$ cat src/rtl/txt_pkg.sv
package txt_pkg;
    localparam int GLYPH_BITS   = 3;                 // log2 of glyph height and width
    localparam int CHAR_PIX     = 1 << GLYPH_BITS;   // pixels per character cell
    localparam int CODE_W       = 8;
    localparam int FONT_AW      = CODE_W + GLYPH_BITS;
    typedef logic [CODE_W-1:0] glyph_t;
endpackage

$ cat src/rtl/txt_fetch.sv
module txt_fetch
    import txt_pkg::*;
#(
    parameter int COLS   = 40,
    parameter int LINES  = 240,
    parameter int LINE_W = 9,
    parameter int COL_W  = (COLS > 1) ? $clog2(COLS) : 1,
    parameter int SCR_AW = $clog2((LINES / CHAR_PIX) * COLS)
) (
    input  logic              clk,
    input  logic              rst_n,
    input  logic              line_start,
    input  logic [LINE_W-1:0] line_idx,
    input  logic              active,
    output logic              scr_rd,
    output logic [SCR_AW-1:0] scr_addr,
    input  glyph_t            scr_data,
    output logic              font_rd,
    output logic [FONT_AW-1:0] font_addr,
    input  glyph_t            font_data,
    input  logic              rd_bank,
    input  logic [COL_W-1:0]  rd_col,
    output glyph_t            rd_byte,
    output logic              line_on,
    output logic              wr_bank
);
    localparam int ROW_W = LINE_W - GLYPH_BITS;

    typedef struct packed {
        logic                  busy;
        logic [COL_W-1:0]      col;
        logic [ROW_W-1:0]      row;
        logic [GLYPH_BITS-1:0] grow;
        logic                  on;
        logic                  bank;
        logic                  s1_v;
        logic [COL_W-1:0]      s1_col;
        logic                  s2_v;
        logic [COL_W-1:0]      s2_col;
    } fst_t;

    fst_t q, d;
    glyph_t lbuf_q [2][COLS];

    always_comb begin
        d      = q;
        d.s1_v   = q.busy;
        d.s1_col = q.col;
        d.s2_v   = q.s1_v;
        d.s2_col = q.s1_col;
        if (line_start) begin
            d.on   = active && (line_idx < LINE_W'(LINES));
            d.busy = active && (line_idx < LINE_W'(LINES));
            d.col  = '0;
            d.row  = line_idx[LINE_W-1:GLYPH_BITS];
            d.grow = line_idx[GLYPH_BITS-1:0];
            d.bank = ~q.bank;
        end else if (q.busy) begin
            d.col = q.col + 1'b1;
            if (q.col == COL_W'(COLS - 1)) begin
                d.busy = 1'b0;
            end
        end
    end

    always_ff @(posedge clk or negedge rst_n) begin
        if (!rst_n) q <= '0;
        else        q <= d;
    end

    // Line buffer: two banks, written by the last pipeline stage
    always_ff @(posedge clk) begin
        if (q.s2_v) lbuf_q[q.bank][q.s2_col] <= font_data;
    end

    assign scr_rd    = q.busy;
    assign scr_addr  = SCR_AW'(int'(q.row) * COLS + int'(q.col));
    assign font_rd   = q.s1_v;
    assign font_addr = {scr_data, q.grow};
    assign rd_byte   = lbuf_q[rd_bank][rd_col];
    assign line_on   = q.on;
    assign wr_bank   = q.bank;
endmodule

$ cat src/rtl/txt_shift.sv
module txt_shift
    import txt_pkg::*;
#(
    parameter int COLS       = 40,
    parameter int PIX_TICKS  = 5,
    parameter int START_TICK = 516,
    parameter int COL_W      = (COLS > 1) ? $clog2(COLS) : 1
) (
    input  logic             clk,
    input  logic             rst_n,
    input  logic             line_start,
    input  logic             line_on,
    input  logic             wr_bank,
    input  logic             active,
    output logic             rd_bank,
    output logic [COL_W-1:0] rd_col,
    input  glyph_t           rd_byte,
    output logic             luma
);
    localparam int TICK_MAX = START_TICK + COLS * CHAR_PIX * PIX_TICKS + 1;
    localparam int TICK_W   = $clog2(TICK_MAX + 1);
    localparam int SUB_W    = (PIX_TICKS > 1) ? $clog2(PIX_TICKS) : 1;

    typedef struct packed {
        logic [TICK_W-1:0]     tick;
        logic                  run;
        logic                  bank;
        logic [COL_W-1:0]      col;
        logic [GLYPH_BITS-1:0] bit_i;
        logic [SUB_W-1:0]      sub;
        logic                  luma;
    } sst_t;

    sst_t q, d;

    always_comb begin
        d = q;
        if (line_start)                          d.tick = '0;
        else if (q.tick != TICK_W'(TICK_MAX))    d.tick = q.tick + 1'b1;

        if (q.run) begin
            if (q.sub == SUB_W'(PIX_TICKS - 1)) begin
                d.sub   = '0;
                d.bit_i = q.bit_i + 1'b1;
                if (q.bit_i == GLYPH_BITS'(CHAR_PIX - 1)) begin
                    d.col = q.col + 1'b1;
                    if (q.col == COL_W'(COLS - 1)) d.run = 1'b0;
                end
            end else begin
                d.sub = q.sub + 1'b1;
            end
        end

        if (d.tick == TICK_W'(START_TICK) && line_on) begin
            d.run   = 1'b1;
            d.bank  = wr_bank;
            d.col   = '0;
            d.bit_i = '0;
            d.sub   = '0;
        end

        if (!active) d.run = 1'b0;

        rd_bank = d.bank;
        rd_col  = d.col;
        d.luma  = d.run & rd_byte[GLYPH_BITS'(CHAR_PIX - 1) - d.bit_i];
    end

    always_ff @(posedge clk or negedge rst_n) begin
        if (!rst_n) q <= '0;
        else        q <= d;
    end

    assign luma = q.luma;
endmodule

$ cat src/rtl/txt_scan_pixgen.sv
module txt_scan_pixgen
    import txt_pkg::*;
#(
    parameter int COLS       = 40,
    parameter int LINES      = 240,
    parameter int LINE_W     = 9,
    parameter int PIX_TICKS  = 5,
    parameter int START_TICK = 516,
    parameter int SCR_AW     = $clog2((LINES / CHAR_PIX) * COLS)
) (
    input  logic               clk,
    input  logic               rst_n,
    input  logic               line_start,
    input  logic [LINE_W-1:0]  line_idx,
    input  logic               active,
    output logic               scr_rd,
    output logic [SCR_AW-1:0]  scr_addr,
    input  logic [7:0]         scr_data,
    output logic               font_rd,
    output logic [10:0]        font_addr,
    input  logic [7:0]         font_data,
    output logic               luma
);
    localparam int COL_W = (COLS > 1) ? $clog2(COLS) : 1;
    // START_TICK must exceed COLS + 2 so the fetch completes before shifting.

    logic             rd_bank, line_on, wr_bank;
    logic [COL_W-1:0] rd_col;
    glyph_t           rd_byte;

    txt_fetch #(
        .COLS(COLS), .LINES(LINES), .LINE_W(LINE_W), .COL_W(COL_W), .SCR_AW(SCR_AW)
    ) u_fetch (
        .clk(clk), .rst_n(rst_n), .line_start(line_start), .line_idx(line_idx),
        .active(active), .scr_rd(scr_rd), .scr_addr(scr_addr), .scr_data(scr_data),
        .font_rd(font_rd), .font_addr(font_addr), .font_data(font_data),
        .rd_bank(rd_bank), .rd_col(rd_col), .rd_byte(rd_byte),
        .line_on(line_on), .wr_bank(wr_bank)
    );

    txt_shift #(
        .COLS(COLS), .PIX_TICKS(PIX_TICKS), .START_TICK(START_TICK), .COL_W(COL_W)
    ) u_shift (
        .clk(clk), .rst_n(rst_n), .line_start(line_start), .line_on(line_on),
        .wr_bank(wr_bank), .active(active), .rd_bank(rd_bank), .rd_col(rd_col),
        .rd_byte(rd_byte), .luma(luma)
    );
endmodule

$ cat config.mk
export PLATFORM = sky130hd
export DESIGN_NAME = txt_scan_pixgen
export DESIGN_NICKNAME = d
export VERILOG_FILES = /design/src/rtl/txt_pkg.sv /design/src/rtl/txt_fetch.sv /design/src/rtl/txt_shift.sv /design/src/rtl/txt_scan_pixgen.sv
export SDC_FILE = /design/constraint.sdc
export NUM_CORES = 1
export LEC_CHECK = 0
export BUFFER_PORTS_ARGS = -buffer_cell sky130_fd_sc_hd__buf_2
export CAP_MARGIN = 5
export CORE_MARGIN = 2
export CORE_UTILIZATION = 53
export CTS_BUF_LIST = sky130_fd_sc_hd__clkbuf_16
export CTS_CLUSTER_DIAMETER = 50
export DETAILED_ROUTE_END_ITERATION = 6
export HOLD_SLACK_MARGIN = 0.06
export PLACE_DENSITY_LB_ADDON = 0.25
export RECOVER_POWER = 50
export SKIP_CTS_REPAIR_TIMING = 1
export SLEW_MARGIN = 25
export SYNTH_ARGS = -nofsm -noshare
export SYNTH_HDL_FRONTEND = slang
export SYNTH_SLANG_ARGS = --single-unit
$ cat constraint.sdc
create_clock -name clk -period 6.47 [get_ports clk]
set_input_delay 1.294 -clock clk [delete_from_list [all_inputs] [get_ports clk]]
set_output_delay 1.294 -clock clk [all_outputs]
set_load 0.05 [all_outputs]
==> results.md <==
Worst setup path:
- The worst register-to-register path begins at u_shift.q[20].
- The endpoint identified for the worst register-to-register timing path is u_shift.luma.
- The worst register-to-register path has a depth of 14.
- The required time of the critical path is 6.97 ns.
- The launching element type of the critical path is a primary input.
- STA puts the critical path data arrival time at 5.74 ns.
- The endpoint class of the critical path is a flop.
- The largest fanout on the critical path is 23.
- In this run the register-to-register setup slack is 1.28 ns.
- The critical path is of the primary input to flop type.

Detailed routing:
- The detail route stage leaves a number of antenna-violating nets equal to 0.
- Using the TritonRoute via totals, the vias-per-cell ratio works out to 6.50.
- For this run, design rule violations remaining after detail routing come to 0.
- The first-pass iteration count of the detailed router is 5.
- For this block, the initial DRC count from the detailed router was 2603.
- The count of vias placed by the detailed router is 19.0k.
- The average wire per cell in the routed design is 27.6 um.
- The detailed-route wire length is 80600 um.

Synthesis:
- The number of enable flip-flop cells after synthesis is 640.
- The part of the Yosys area used for sequential elements is 0.704.
- The cell area that synthesis handed to floorplanning was 0.0294 mm2.
- The most area-hungry cell type in the Yosys netlist is sky130_fd_sc_hd__edfxtp_1.
- The unique cell type count in the Yosys netlist is 85.
- In the post-synthesis netlist, the biggest area contributors are sky130_fd_sc_hd__edfxtp_1 (65%), sky130_fd_sc_hd__dfrtp_1 (5.0%), sky130_fd_sc_hd__mux2i_1 (3.9%).
- sky130_fd_sc_hd__edfxtp_1 is the most common cell in the netlist.
- The post-synthesis async set-or-reset flop share is 0.0844.
- The yosys synthesis warning count is 0.
- Sorting the synthesized cells by how often they occur yields sky130_fd_sc_hd__edfxtp_1 (640), sky130_fd_sc_hd__nand2_1 (252), sky130_fd_sc_hd__nor2_1 (153).
- The synthesized instance count is 2087.
- The post-synth net total is 2137.
- Synthesis inferred 699 register bits.
- The average cell area after synthesis is 14.1 um2.
- The area share of the leading cell type in the synthesized netlist is 0.653.
- For this run, the leading register cell type out of synthesis is sky130_fd_sc_hd__edfxtp_1.

Timing:
- After routing, the total negative slack on setup checks comes to 0 ns.
- The highest clock rate is 191 MHz.
- Setup violations remaining at the end of the flow were counted as 0.
- The number of failing hold endpoints at the final stage is 0.
- The worst pin sits at a relative slew slack of -1.83.
- The worst setup skew after layout is 0.0196 ns.
- At the pin with the least slew margin, the transition time is 4.24 ns.
- The final clock period utilization by the worst path is 0.810.
- The clock period minus worst slack is 5.24 ns.
- Setup repair after global routing left no endpoint under its margin.
- The number of pins with negative max-slew slack in the final report is 680.

CTS:
- For the worst-skew pair, the clock arrives at the later sink with an insertion delay of 0.62 ns.
- The H-tree was split into 3 levels.
- After clock tree synthesis, the clock-pin slew on the worst setup and hold paths is 0.06 ns.
- TritonCTS built the clock tree.
- The clock tree root driver cell is sky130_fd_sc_hd__clkbuf_16.
- CTS saw 699 sinks.
- The deepest clock path buffer count is 3.
- TritonCTS created 74 clock buffers.

Pwr:
- The largest voltage drop on the vdd net is 0.238 mV.
- After layout, the design draws a total of 0.00939 W.
- The analysis attributes to cell leakage a power of 11.1 nW.
- The power per standard cell area is 289 mW/mm2.

Run status:
- The run finished, with violations left.
- The final reports fail on max-capacitance violations, max-slew violations.

Floorplan:
- For this configuration, the core starts out at a cell density of 0.535.
- From bottom edge to top edge, the die measures 240 um.
- The area of the die is 0.0574 mm2.
- The placeable core region is 0.0550 mm2.
- The total I/O pin count is 54.
- The row count is 86.
- The floorplan step set the die width to 240 um.

Final layout:
- The layout overhead on the synthesized area is 10.6%.
- The proportion of layout cells with a drive suffix above 1 is 0.115.
- Fill cells in the final layout number 4249.
- Registers take 0.0207 mm2.
- 0 antenna diodes ended up in the layout.
- The net count of the finished layout is 2162.
- The footprint of the multi-input gates is 0.00795 mm2.

Run:
- The number of max-cap violations is 9.

Worst hold path:
- The type of the tightest min-delay check is flop to flop.
- The worst hold path begins at u_fetch.d[3].
- Counting instances, the worst hold path has a depth of 0.
- For hold timing, the worst endpoint is u_fetch.q[3].

Global routing:
- The total global routing track utilization is 0.284.
- The total congestion overflow is 0.
- The number of global-route vias before repair is 18.2k.
- The largest net degree at the start of global routing is 81.
- The initial antenna violation count is 2.
- The first-pass GRT wire length is 118000 um.

Placement:
- The placer congestion estimate is 0.922.
- Detailed placement finished with a half-perimeter wire length of 49500 um.
- The count of buffers inserted at the top-level ports is 37.
[cell type report]
class / count / share of cell area
Sequential cell: 699 / 0.636
Multi-Input combinational cell: 1220 / 0.244
Clock buffer: 80 / 0.0615
Tap cell: 748 / 0.0288
Timing Repair Buffer: 94 / 0.0180
Clock inverter: 51 / 0.00865
Inverter: 23 / 0.00273
[worst max-delay path by stage]
stage	startpoint	end	depth (start not counted)
6_report	line_start	u_shift.luma	15
4_1_cts	u_shift.q[15]	u_shift.luma	15
3_5_place_dp	line_start	u_shift.luma	14
5_1_grt	u_shift.q[20]	u_shift.luma	14
3_3_place_gp	line_start	u_shift.luma	14
2_1_floorplan	line_start	u_shift.luma	16
[critical path, cell delays in order]
cell                        delay [ns]
sky130_fd_sc_hd__clkbuf_1         0.21
sky130_fd_sc_hd__inv_1            0.18
sky130_fd_sc_hd__a221oi_2         0.34
sky130_fd_sc_hd__o21ai_1          0.15
sky130_fd_sc_hd__or4b_1           0.73
sky130_fd_sc_hd__o21ai_4          0.52
sky130_fd_sc_hd__nand2_4          0.10
sky130_fd_sc_hd__inv_4            0.25
sky130_fd_sc_hd__buf_4            0.31
sky130_fd_sc_hd__mux2i_1          0.22
sky130_fd_sc_hd__a21oi_1          0.09
sky130_fd_sc_hd__a21o_1           0.21
sky130_fd_sc_hd__a2111oi_0        0.56
sky130_fd_sc_hd__o311ai_0         0.28
sky130_fd_sc_hd__a32o_1           0.29
[state kept, by name, indices dropped and copies added (netlist names)]
| name | flops |
|---|---|
| u_fetch.scr_rd | 1 |
| u_fetch.wr_bank | 1 |
| u_shift.luma | 1 |
| u_fetch.d | 12 |
| u_fetch.font_rd | 1 |
| u_shift.q | 26 |
| u_fetch.q | 13 |
| u_fetch.font_addr | 3 |
| u_fetch.lbuf_q | 640 |
| u_fetch.line_on | 1 |
[stage by stage]
step / std cells / utilization / setup slack (ns) / hold WS [ns] / cell area, um2
3_5_place_dp: 2784 / 0.551 / 0.897 / 0.335 / 30300
2_1_floorplan: 2087 / - / 2.24 / 0.331 / 29400
4_1_cts: 2915 / 0.593 / 1.45 / 0.349 / 32600
3_3_place_gp: 2784 / 0.551 / 0.938 / 0.334 / 30300
6_report: 2915 / 0.592 / 1.23 / 0.349 / 32500
5_1_grt: 2915 / 0.592 / 1.01 / 0.356 / 32500
[cells by family after synthesis]
logic type	share of synthesized area
buffers and inverters	0.0269
and+or+nand+nor	0.0931
adders and majority gates	0.00944
xor gates and xnor gates	0.00923
muxes	0.0613
AOI/OAI and AO/OA	0.0966
DFF	0.704
[placed cells by master (no fill, tap or decap), drive strengths merged, types with 11 or more instances in the layout]
cell type	instances
a211oi	29
a21oi	59
a221oi	21
a311oi	14
a31oi	47
a32oi	11
and3	12
buf	82
clkbuf	92
clkinv	28
dfrtp	59
edfxtp	640
ha	19
inv	43
mux2	19
mux2i	116
mux4	19
nand2	253
nand3	81
nand4	20
nor2	154
nor3	26
o211ai	25
o21ai	90
o221ai	19
o31ai	11
or3	11
or4	11
xnor2	15
xor2	16
[where the power goes]
group	internal [W]	switching [W]	leakage, nW	total [W]
registers	0.00498	0.0000231	6.51	0.00500
clock network	0.00227	0.00172	1.18	0.00399
logic	0.0000996	0.000301	3.42	0.000401
total	0.00735	0.00205	11.1	0.00939
[per-layer routing]
| layer | track usage | share of wire |
|---|---|---|
| met2 | 0.438 | 0.46 |
| met1 | 0.393 | 0.40 |
| met5 | 0 | 0.00016 |
| met3 | 0.0577 | 0.097 |
| met4 | 0.124 | 0.044 |
Power figures use the tool's default switching activity.
